File: src/rtl/tsc_pkg.sv
package tsc_pkg;
  localparam int REG_W = 16;
  localparam int ADDR_W = 3;

  typedef enum logic [ADDR_W-1:0] {
    A_CFG    = 3'd0,
    A_STATUS = 3'd1,
    A_CAP_LO = 3'd2,
    A_CAP_HI = 3'd3,
    A_TIM_LO = 3'd4,
    A_TIM_HI = 3'd5
  } tsc_addr_e;

  // configuration bit positions
  localparam int CFG_FALLING  = 0;
  localparam int CFG_OVERWR   = 1;
  localparam int CFG_CNT_RUN  = 2;

  // status bit positions
  localparam int ST_VALID     = 0;
  localparam int ST_ERROR     = 1;
  localparam int ST_SRC_PPS   = 2;
  localparam int ST_RSV_LO    = 3;
  localparam int ST_RSV_HI    = 7;
  localparam int ST_SEQ_LO    = 8;
endpackage

File: src/rtl/tsc_timebase.sv
module tsc_timebase #(
  parameter int TW = 32,
  parameter int RW = 16
) (
  input  logic             clk,
  input  logic             rst_n,
  input  logic             snap_en,
  output logic [TW-1:0]    time_o,
  output logic [TW-RW-1:0] shadow_o
);
  localparam int HW = TW - RW;

  logic [TW-1:0] time_q, time_d;
  logic [HW-1:0] shadow_q, shadow_d;

  always_comb begin
    time_d   = time_q + TW'(1);
    shadow_d = shadow_q;
    if (snap_en) shadow_d = time_q[TW-1:RW];
  end

  always_ff @(posedge clk or negedge rst_n) begin
    if (!rst_n) begin
      time_q   <= '0;
      shadow_q <= '0;
    end else begin
      time_q <= time_d;
      if (snap_en) shadow_q <= shadow_d;
    end
  end

  assign time_o   = time_q;
  assign shadow_o = shadow_q;

  AST_TIMER_STEP: assert property (@(posedge clk) disable iff (!rst_n)
    1'b1 |=> time_q == ($past(time_q) + TW'(1)));

  AST_SHADOW_HOLD: assert property (@(posedge clk) disable iff (!rst_n)
    !snap_en |=> $stable(shadow_q));
endmodule

File: src/rtl/tsc_event_detect.sv
module tsc_event_detect #(
  parameter int SYNC_STAGES = 2
) (
  input  logic clk,
  input  logic rst_n,
  input  logic evt_async,
  input  logic falling,
  output logic edge_o
);
  logic [SYNC_STAGES-1:0] sync_q;
  logic                   prev_q;
  logic                   cur;

  genvar g;
  generate
    for (g = 0; g < SYNC_STAGES; g++) begin : g_sync
      if (g == 0) begin : g_first
        always_ff @(posedge clk or negedge rst_n) begin
          if (!rst_n) sync_q[0] <= 1'b0;
          else        sync_q[0] <= evt_async;
        end
      end else begin : g_next
        always_ff @(posedge clk or negedge rst_n) begin
          if (!rst_n) sync_q[g] <= 1'b0;
          else        sync_q[g] <= sync_q[g-1];
        end
      end
    end
  endgenerate

  assign cur = sync_q[SYNC_STAGES-1];

  always_ff @(posedge clk or negedge rst_n) begin
    if (!rst_n) prev_q <= 1'b0;
    else        prev_q <= cur;
  end

  always_comb begin
    if (falling) edge_o = prev_q & ~cur;
    else         edge_o = ~prev_q & cur;
  end

  AST_EDGE_SPACED: assert property (@(posedge clk) disable iff (!rst_n)
    (edge_o && $stable(falling)) |=> !edge_o);
endmodule

File: src/rtl/tsc_capture_ch.sv
module tsc_capture_ch #(
  parameter int TW    = 32,
  parameter int SEQ_W = 8
) (
  input  logic             clk,
  input  logic             rst_n,
  input  logic             evt,
  input  logic [TW-1:0]    stamp_in,
  input  logic             overwrite,
  input  logic             count_on,
  input  logic             stat_wr,
  input  logic             keep_valid,
  input  logic             keep_err,
  output logic             valid_o,
  output logic             err_o,
  output logic [SEQ_W-1:0] seq_o,
  output logic [TW-1:0]    stamp_o
);
  localparam logic [SEQ_W-1:0] SEQ_MAX = '1;

  logic             valid_q, valid_d;
  logic             err_q, err_d;
  logic [SEQ_W-1:0] seq_q, seq_d;
  logic [TW-1:0]    stamp_q, stamp_d;
  logic             accept;

  assign accept = evt && !stat_wr && (!valid_q || overwrite);

  always_comb begin
    valid_d = valid_q;
    err_d   = err_q;
    seq_d   = seq_q;
    stamp_d = stamp_q;
    if (stat_wr) begin
      valid_d = valid_q & keep_valid;
      err_d   = err_q & keep_err;
      seq_d   = '0;
    end else if (evt) begin
      if (valid_q) err_d = 1'b1;
      if (accept) begin
        stamp_d = stamp_in;
        valid_d = 1'b1;
        if (count_on && (seq_q != SEQ_MAX)) seq_d = seq_q + SEQ_W'(1);
      end
    end
  end

  always_ff @(posedge clk or negedge rst_n) begin
    if (!rst_n) begin
      valid_q <= 1'b0;
      err_q   <= 1'b0;
      seq_q   <= '0;
      stamp_q <= '0;
    end else begin
      valid_q <= valid_d;
      err_q   <= err_d;
      seq_q   <= seq_d;
      if (accept) stamp_q <= stamp_d;
    end
  end

  assign valid_o = valid_q;
  assign err_o   = err_q;
  assign seq_o   = seq_q;
  assign stamp_o = stamp_q;

  AST_FIRST_LOAD: assert property (@(posedge clk) disable iff (!rst_n)
    (evt && !valid_q && !stat_wr) |=> (valid_q && stamp_q == $past(stamp_in)));

  AST_MISS_FLAGS: assert property (@(posedge clk) disable iff (!rst_n)
    (evt && valid_q && !stat_wr) |=> err_q);

  AST_KEEP_STAMP: assert property (@(posedge clk) disable iff (!rst_n)
    (evt && valid_q && !overwrite && !stat_wr) |=> $stable(stamp_q));

  AST_OVERWRITE_LOAD: assert property (@(posedge clk) disable iff (!rst_n)
    (evt && valid_q && overwrite && !stat_wr) |=> (valid_q && stamp_q == $past(stamp_in)));

  AST_SEQ_CLEARED: assert property (@(posedge clk) disable iff (!rst_n)
    stat_wr |=> seq_q == '0);

  AST_SEQ_SATURATE: assert property (@(posedge clk) disable iff (!rst_n)
    (seq_q == SEQ_MAX && !stat_wr) |=> seq_q == SEQ_MAX);

  AST_SEQ_IDLE: assert property (@(posedge clk) disable iff (!rst_n)
    (!count_on && !stat_wr) |=> $stable(seq_q));
endmodule

File: src/rtl/tsc_capture_unit.sv
module tsc_capture_unit
  import tsc_pkg::*;
#(
  parameter int TW          = 32,
  parameter int SEQ_W       = 8,
  parameter int SYNC_STAGES = 2
) (
  input  logic              clk,
  input  logic              rst_n,
  input  logic              evt_req_in,
  input  logic              pps_strobe,
  input  logic              reg_wr,
  input  logic              reg_rd,
  input  logic [ADDR_W-1:0] reg_addr,
  input  logic [REG_W-1:0]  reg_wdata,
  output logic [REG_W-1:0]  reg_rdata
);
  localparam int HW    = TW - REG_W;
  localparam int RSV_W = ST_RSV_HI - ST_RSV_LO + 1;

  logic [REG_W-1:0] cfg_q, cfg_d;
  logic             src_pps_q, src_pps_d;
  logic [RSV_W-1:0] rsv_q, rsv_d;
  logic             cfg_wr, stat_wr, snap_en;

  logic [TW-1:0]    time_now;
  logic [HW-1:0]    time_shadow;
  logic             ext_edge;
  logic             evt_sel;
  logic             cap_valid, cap_err;
  logic [SEQ_W-1:0] cap_seq;
  logic [TW-1:0]    cap_stamp;

  assign cfg_wr  = reg_wr && (reg_addr == A_CFG);
  assign stat_wr = reg_wr && (reg_addr == A_STATUS);
  assign snap_en = reg_rd && (reg_addr == A_TIM_LO);

  always_comb begin
    cfg_d     = cfg_q;
    src_pps_d = src_pps_q;
    rsv_d     = rsv_q;
    if (cfg_wr) cfg_d = reg_wdata;
    if (stat_wr) begin
      src_pps_d = reg_wdata[ST_SRC_PPS];
      rsv_d     = reg_wdata[ST_RSV_HI:ST_RSV_LO];
    end
  end

  always_ff @(posedge clk or negedge rst_n) begin
    if (!rst_n) begin
      cfg_q     <= '0;
      src_pps_q <= 1'b0;
      rsv_q     <= '0;
    end else begin
      if (cfg_wr) cfg_q <= cfg_d;
      if (stat_wr) begin
        src_pps_q <= src_pps_d;
        rsv_q     <= rsv_d;
      end
    end
  end

  tsc_timebase #(.TW(TW), .RW(REG_W)) u_timebase (
    .clk      (clk),
    .rst_n    (rst_n),
    .snap_en  (snap_en),
    .time_o   (time_now),
    .shadow_o (time_shadow)
  );

  tsc_event_detect #(.SYNC_STAGES(SYNC_STAGES)) u_detect (
    .clk       (clk),
    .rst_n     (rst_n),
    .evt_async (evt_req_in),
    .falling   (cfg_q[CFG_FALLING]),
    .edge_o    (ext_edge)
  );

  assign evt_sel = src_pps_q ? pps_strobe : ext_edge;

  tsc_capture_ch #(.TW(TW), .SEQ_W(SEQ_W)) u_channel (
    .clk        (clk),
    .rst_n      (rst_n),
    .evt        (evt_sel),
    .stamp_in   (time_now),
    .overwrite  (cfg_q[CFG_OVERWR]),
    .count_on   (cfg_q[CFG_CNT_RUN]),
    .stat_wr    (stat_wr),
    .keep_valid (reg_wdata[ST_VALID]),
    .keep_err   (reg_wdata[ST_ERROR]),
    .valid_o    (cap_valid),
    .err_o      (cap_err),
    .seq_o      (cap_seq),
    .stamp_o    (cap_stamp)
  );

  always_comb begin
    reg_rdata = '0;
    unique case (reg_addr)
      A_CFG:    reg_rdata = cfg_q;
      A_STATUS: begin
        reg_rdata[ST_VALID]            = cap_valid;
        reg_rdata[ST_ERROR]            = cap_err;
        reg_rdata[ST_SRC_PPS]          = src_pps_q;
        reg_rdata[ST_RSV_HI:ST_RSV_LO] = rsv_q;
        reg_rdata[ST_SEQ_LO +: SEQ_W]  = cap_seq;
      end
      A_CAP_LO: reg_rdata = cap_stamp[REG_W-1:0];
      A_CAP_HI: reg_rdata = cap_stamp[TW-1:REG_W];
      A_TIM_LO: reg_rdata = time_now[REG_W-1:0];
      A_TIM_HI: reg_rdata = time_shadow;
      default:  reg_rdata = '0;
    endcase
  end

  AST_UNSELECTED_QUIET: assert property (@(posedge clk) disable iff (!rst_n)
    (!src_pps_q && !ext_edge && !reg_wr) |=> ($stable(cap_stamp) && $stable(cap_seq)));

  AST_CFG_STABLE: assert property (@(posedge clk) disable iff (!rst_n)
    !cfg_wr |=> $stable(cfg_q));
endmodule

File: config.mk
export PLATFORM = sky130hd
export DESIGN_NAME = tsc_capture_unit
export DESIGN_NICKNAME = d
export VERILOG_FILES = /design/src/rtl/tsc_pkg.sv /design/src/rtl/tsc_timebase.sv /design/src/rtl/tsc_event_detect.sv /design/src/rtl/tsc_capture_ch.sv /design/src/rtl/tsc_capture_unit.sv
export SDC_FILE = /design/constraint.sdc
export NUM_CORES = 1
export LEC_CHECK = 0
export ABC_AREA = 1
export BUFFER_PORTS_ARGS = -buffer_cell sky130_fd_sc_hd__buf_4
export CORE_MARGIN = 4
export CORE_UTILIZATION = 30
export DETAILED_ROUTE_END_ITERATION = 10
export PLACE_DENSITY_LB_ADDON = 0.25
export SLEW_MARGIN = 20
export SYNTH_ARGS = -nofsm -noshare
export SYNTH_HDL_FRONTEND = slang
export SYNTH_HIERARCHICAL = 1
export SYNTH_SLANG_ARGS = --single-unit
File: constraint.sdc
create_clock -name clk -period 1.6 [get_ports clk]
set_clock_uncertainty 0.15 [all_clocks]
set_input_delay 0.24 -clock clk [delete_from_list [all_inputs] [get_ports clk]]
set_output_delay 0.24 -clock clk [all_outputs]
set_load 0.03 [all_outputs]
After elaboration in Yosys (flattened, before gate mapping)
Cells that the tools add are included.
{ "word_totals": {"register_bits": 115} }
{ "op_classes": {"n_eq_ne": 6, "addsub": 2, "mux": 13, "n_reduce_logical": 18, "bitwise": 7} }
{ "ops": {"columns": ["op", "n"], "rows": [
  ["$pmux W16 S6", 1],
  ["$add A32 B1 Y32 const B", 1],
  ["$mux W8", 4],
  ["$add A8 B1 Y8 const B", 1],
  ["$mux W1", 8],
  ["$ne A8 B8 Y1 const B", 1],
  ["$reduce_bool A2 Y1", 4],
  ["$eq A3 B2 Y1 const B", 2],
  ["$eq A3 B3 Y1 const B", 2],
  ["$logic_and A1 B1 Y1", 6],
  ["$reduce_and A3 Y1", 2],
  ["$and A1 B1 Y1", 4],
  ["$reduce_and A2 Y1", 2],
  ["$eq A3 B1 Y1 const B", 1],
  ["$logic_not A3 Y1", 1],
  ["$not A1 Y1", 3],
  ["$logic_not A1 Y1", 2],
  ["$logic_or A1 B1 Y1", 1]
]} }

Longest topological paths before layout
{ "logic_depth": {"depth_word": 9, "mapped_depth": 11} }

Cells and area by module
The synthesis kept the hierarchy.
{ "by_module_without_submodules": {"columns": ["mod", "instances", "seq_area_each_um2", "cells_each", "area_per_inst_um2"], "rows": [
  ["tsc_timebase", 1, 1201.2, 261, 2296.0],
  ["tsc_capture_unit", 1, 550.5, 305, 2019.4],
  ["tsc_capture_ch", 1, 1051.0, 149, 1891.8],
  ["tsc_event_detect", 1, 75.1, 9, 100.1]
]} }

Worst setup path after synthesis
OpenSTA, ideal clock, no wires.
{ "synth_timing": {"path_kind": "input to register", "startpoint": "in reg_addr[0]", "endpoint": "reg u_channel.stamp_q[12] (netlist: u_channel/stamp_o[12])", "setup_time_ns": 0.125, "arrival_ns": 1.500, "path_stages": 10, "t_required_ns": 1.325, "setup_slack_ns": -0.175, "cell_sequence": "buf_6 -> inv_6 -> nor2_8 -> nand3_4 -> buf_6 -> inv_1 -> inv_2 -> nand3_4 -> buf_6 -> mux2_4"} }
{ "synth_via": {"elab_chain_cells": 6, "word_cells_on_any_way": 7, "classes_between": "1 x eq/ne; 1 x bitwise; 5 x reduce/logical"} }
{ "synth_lines": {"columns": ["item", "line_no", "rtl"], "rows": [
  ["start, declared", "tsc_capture_unit.sv:14", "input logic [ADDR_W-1:0] reg_addr,"],
  ["$eq A3 B1 Y1 (*)", "tsc_capture_unit.sv:35", "assign stat_wr = reg_wr && (reg_addr == A_STATUS);"],
  ["$logic_and A1 B1 Y1 (*)", "tsc_capture_unit.sv:35", null],
  ["net stat_wr", "tsc_capture_unit.sv:24", "logic cfg_wr, stat_wr, snap_en;"],
  ["$logic_not A1 Y1", "tsc_capture_ch.sv:27", "assign accept = evt && !stat_wr && (!valid_q || overwrite);"],
  ["$logic_and A1 B1 Y1 (2 in a row)", "tsc_capture_ch.sv:27", null],
  ["$reduce_and A3 Y1 (no source line) (*)", null, null],
  ["end signal, assigned", "tsc_capture_ch.sv:58", "if (accept) stamp_q <= stamp_d;"],
  ["end, declared", "tsc_capture_ch.sv:24", "logic [TW-1:0] stamp_q, stamp_d;"]
]} }
The timed path passes the listed nets; every way through them passes the cells marked *.
A chain may end at the register's enable or synchronous reset.

Worst setup path after layout
{ "layout_timing": {"startpoint": "reg src_pps_q", "endpoint": "reg u_channel.stamp_q[29] (netlist: u_channel/stamp_o[29])"} }
{ "layout_via": {"elab_chain_cells": 4} }
{ "layout_lines": {"columns": ["item", "line_no", "rtl"], "rows": [
  ["start, declared", "tsc_capture_unit.sv:22", "logic src_pps_q, src_pps_d;"],
  ["start signal, assigned", "tsc_capture_unit.sv:57", "src_pps_q <= src_pps_d;"],
  ["$mux W1 (*)", "tsc_capture_unit.sv:79", "assign evt_sel = src_pps_q ? pps_strobe : ext_edge;"],
  ["net evt_sel", "tsc_capture_unit.sv:29", "logic evt_sel;"],
  ["$logic_and A1 B1 Y1 (2 in a row)", "tsc_capture_ch.sv:27", null],
  ["$reduce_and A3 Y1 (no source line) (*)", null, null]
]} }
Marked as above.

==> metrics.csv <==
metric,value,unit
status,"complete, but fails checks",
failing checks,negative setup slack,
Min Hold Slack,0.0309,ns
total CTS buffers,17,
startpoint types,flop,
family with the most delay on the worst path,multiplexers,
# H-tree levels,4,
1st-pass router iterations,5,
period utilization,113,%
Placeable Area,20400,um2
"CTS clk-pin slew, worst paths",0.05,ns
CP max stage delay,0.38,ns
Routed Antenna Nets,0,
crit-path max FO,10,
Power Total,8.99,mW
kind of critical path,reg -> reg,
CTS root buf,clkbuf_16,
vias per inst,4.63,
vias in the first global route,5297,
min Tclk post-route,1.81,ns
ANT cells,0,
syn_nets,751,
VDD IR max,0.690,mV
Slew HR,71.5,%
placed wire-length estimate,12200,um
synthesized cell area,6310,um2
Crit path top cell by count,mux2_4,
final setup TNS,-8.84,ns
CP Data Arrival Time,1.96,ns
RSZ-0062 raised after global routing,true,
leak pwr,4.47,nW
pin count of the biggest net entering global routing,70,
CTS tree,built,
max frequency,551,MHz
final wirelength,18100,um
Routed WL per cell,15.5,um
Post-Syn Instances,724,
WP buf/inv,2,
register area share after synthesis,45.6,%
initial DRC count,358,
Die Ht,153,um
#FFs+latches synth,115,
routed vias,5411,
Hold WC Path Type,in -> async,
Clock Latency Late Sink,0.42,ns
Initial Util,30.9,%
Max Cap Viol,0,
Final nets,912,
"Slew Viols, Final",0,
final setup margin,-0.215,ns
final setup violation count,57,
I/O Buffers,40,
layout cells sized above 1,38.9,%
num rows,52,
FILL cells,1995,
RePlAce Congestion,0.797,
syn avg cell area,8.71,um2
Worst EP required,1.74,ns
Slew @ Worst Pin,0.427,ns
CTS Buffer Depth,2,
Sink Count,115,
initial antenna violation count,0,
Ys Warns,6,
CP Capture Type,flop,
area grow syn2layout,41.9,%
GR Overflow Total,0,
global-route wire length before repair,28900,um
final hold violations,0,
DRC,0,
crit-path cells,buf_4 -> mux2_4 -> nand3_4 -> buf_12 -> mux2_4,
Die ar.,23400,um2
PD cells,1010,nW/um2
I/O pins,41,
Worst path slowest cell,dfrtp_1,
GR Util All Layers,15.5,%
Yosys cell types,34,
Chip Width,153,um
-- stage by stage --
stage | instances | util (%) | instance area [um2] | worst slack [ns]
after global routing | 1168 | 43.8 | 8950 | -0.255
after floorplan | 724 | - | 6340 | -0.138
after global placement | 1062 | 35.6 | 7280 | -0.170
after CTS | 1145 | 42.1 | 8610 | -0.235
final | 1168 | 43.8 | 8950 | -0.215
after detailed placement | 1062 | 35.6 | 7280 | -0.170
-- power by group --
group	total [mW]	switching [mW]	internal [mW]
Sequential	3.34	0.179	3.17
Combinational	1.62	0.804	0.813
Clock	4.03	1.36	2.67
-- logic make-up (layout without fill, tap and decap cells) --
logic type / Yosys count / count (layout) / synth area share, %
xor gates and xnor gates: 17 / 17 / 2.36
buffers and inverters: 102 / 276 / 7.97
muxes: 42 / 42 / 9.22
AOI/OAI and AO/OA: 42 / 42 / 4.11
adders and majority gates: 2 / 2 / 0.397
DFF: 115 / 115 / 45.6
and+or+nand+nor: 404 / 404 / 30.3
-- cells in the final DEF (no fill, tap or decap), types with 6 or more instances in the layout --
master         Yosys  routed
mux2_4            29      33
clkbuf_16          0      18
xor2_1            13      13
nor2_1            71      56
nor2_2             6      17
nand3_2            2      20
buf_6             11      28
dlygate4sd3_1      0      18
o21ai_1           10      11
nand2_4            2       6
dfrtp_1          115      98
buf_4              3     114
inv_1             65      62
o21ai_2           12      12
nor2_4             8      12
nand3_1           57      38
nand2_1          197     176
mux2_2            13       9
nand2_2            4      21
nand3b_1           8       8
nand4_1           41      41
inv_2              4       7
dfrtp_2            0      17
buf_12             0      10
a21oi_1           15      15
-- repair_timing --
item | 4_1_cts | 5_1_grt
cloned | 1 | 2
pin swaps | 60 | 42
hold buffers | 18 | 0
setup endpoints to repair | 58 | 73
resized for setup | 77 | 44
hold endpoints to repair | 140 | 0
setup buffers | 33 | 22
-- final cells by class --
class	instances	area (um2)	share of cell area, %
clock buffer	22	464	5.19
clock inverter	10	155	1.73
inverter	72	288	3.22
multi-input combinational	507	3200	35.8
sequential	115	2900	32.4
tap	270	338	3.78
timing repair buffer	172	1600	17.9
-- registers in the layout (all words and copies together) (netlist names) --
signal / cells
u_timebase/shadow_o: 16
u_detect/sync_q: 1
u_detect/prev_q: 1
u_channel/err_o: 1
u_channel/valid_o: 1
u_channel/seq_o: 8
rsv_q: 5
src_pps_q: 1
u_timebase/time_o: 32
u_channel/stamp_o: 32
cfg_q: 16
u_detect/cur: 1
-- routing by layer --
layer / wire (um) / part of all wire (%) / vias to the layer above / track usage [%]
met5: 0 / 0 / - / 0
met4: 259 / 1.4 / 0 / 3.82
met3: 511 / 2.8 / 18 / 3.25
met2: 8500 / 47 / 81 / 24.4
met1: 8850 / 49 / 2625 / 21.7
li1: - / - / 2687 / -
-- path summary, 6_finish.rpt --
check | start | endpoint | cells after the start | slack [ns]
setup reg to reg | src_pps_q | u_channel/stamp_o[29] | 5 | -0.21
min in group clk | reg_wr | cfg_q[9] | 4 | 0.15
setup / recovery | src_pps_q | u_channel/stamp_o[29] | 5 | -0.21
hold reg to reg | u_detect/sync_q[0] | u_detect/cur | 0 | 0.20
hold / removal | rst_n | u_timebase/time_o[2] | 2 | 0.03
max in group asynchronous | rst_n | u_timebase/time_o[8] | 3 | 0.64
-- Yosys cell counts --
| library cell | instances | area share [%] |
|---|---|---|
| nand2_1 | 197 | 12 |
| dfrtp_1 | 115 | 46 |
| nor2_1 | 71 | 4.2 |
| inv_1 | 65 | 3.9 |
| nand3_1 | 57 | 4.5 |
| nand4_1 | 41 | 4.1 |
| mux2_4 | 29 | 6.9 |
| a21oi_1 | 15 | 1.2 |
| buf_2 | 14 | 1.1 |
| mux2_2 | 13 | 2.3 |
| xor2_1 | 13 | 1.8 |
| o21ai_2 | 12 | 1.7 |
| buf_6 | 11 | 2.0 |
| o21ai_1 | 10 | 0.79 |
| nand3b_1 | 8 | 0.95 |
| nor2_4 | 8 | 1.4 |
| nor2_2 | 6 | 0.60 |
| inv_2 | 4 | 0.24 |
| nand2_2 | 4 | 0.40 |
| o21ai_0 | 4 | 0.32 |
| xnor2_1 | 4 | 0.56 |
| buf_4 | 3 | 0.36 |
| nand3_4 | 3 | 0.83 |
| clkbuf_1 | 2 | 0.12 |
| ha_1 | 2 | 0.40 |
| nand2_4 | 2 | 0.36 |
| nand3_2 | 2 | 0.32 |
| nor2_8 | 2 | 0.63 |
| nor3_1 | 2 | 0.16 |
| a21oi_2 | 1 | 0.14 |
| and3_1 | 1 | 0.099 |
| clkinv_2 | 1 | 0.079 |
| inv_4 | 1 | 0.099 |
| inv_6 | 1 | 0.14 |
Power figures use the tool's default switching activity.
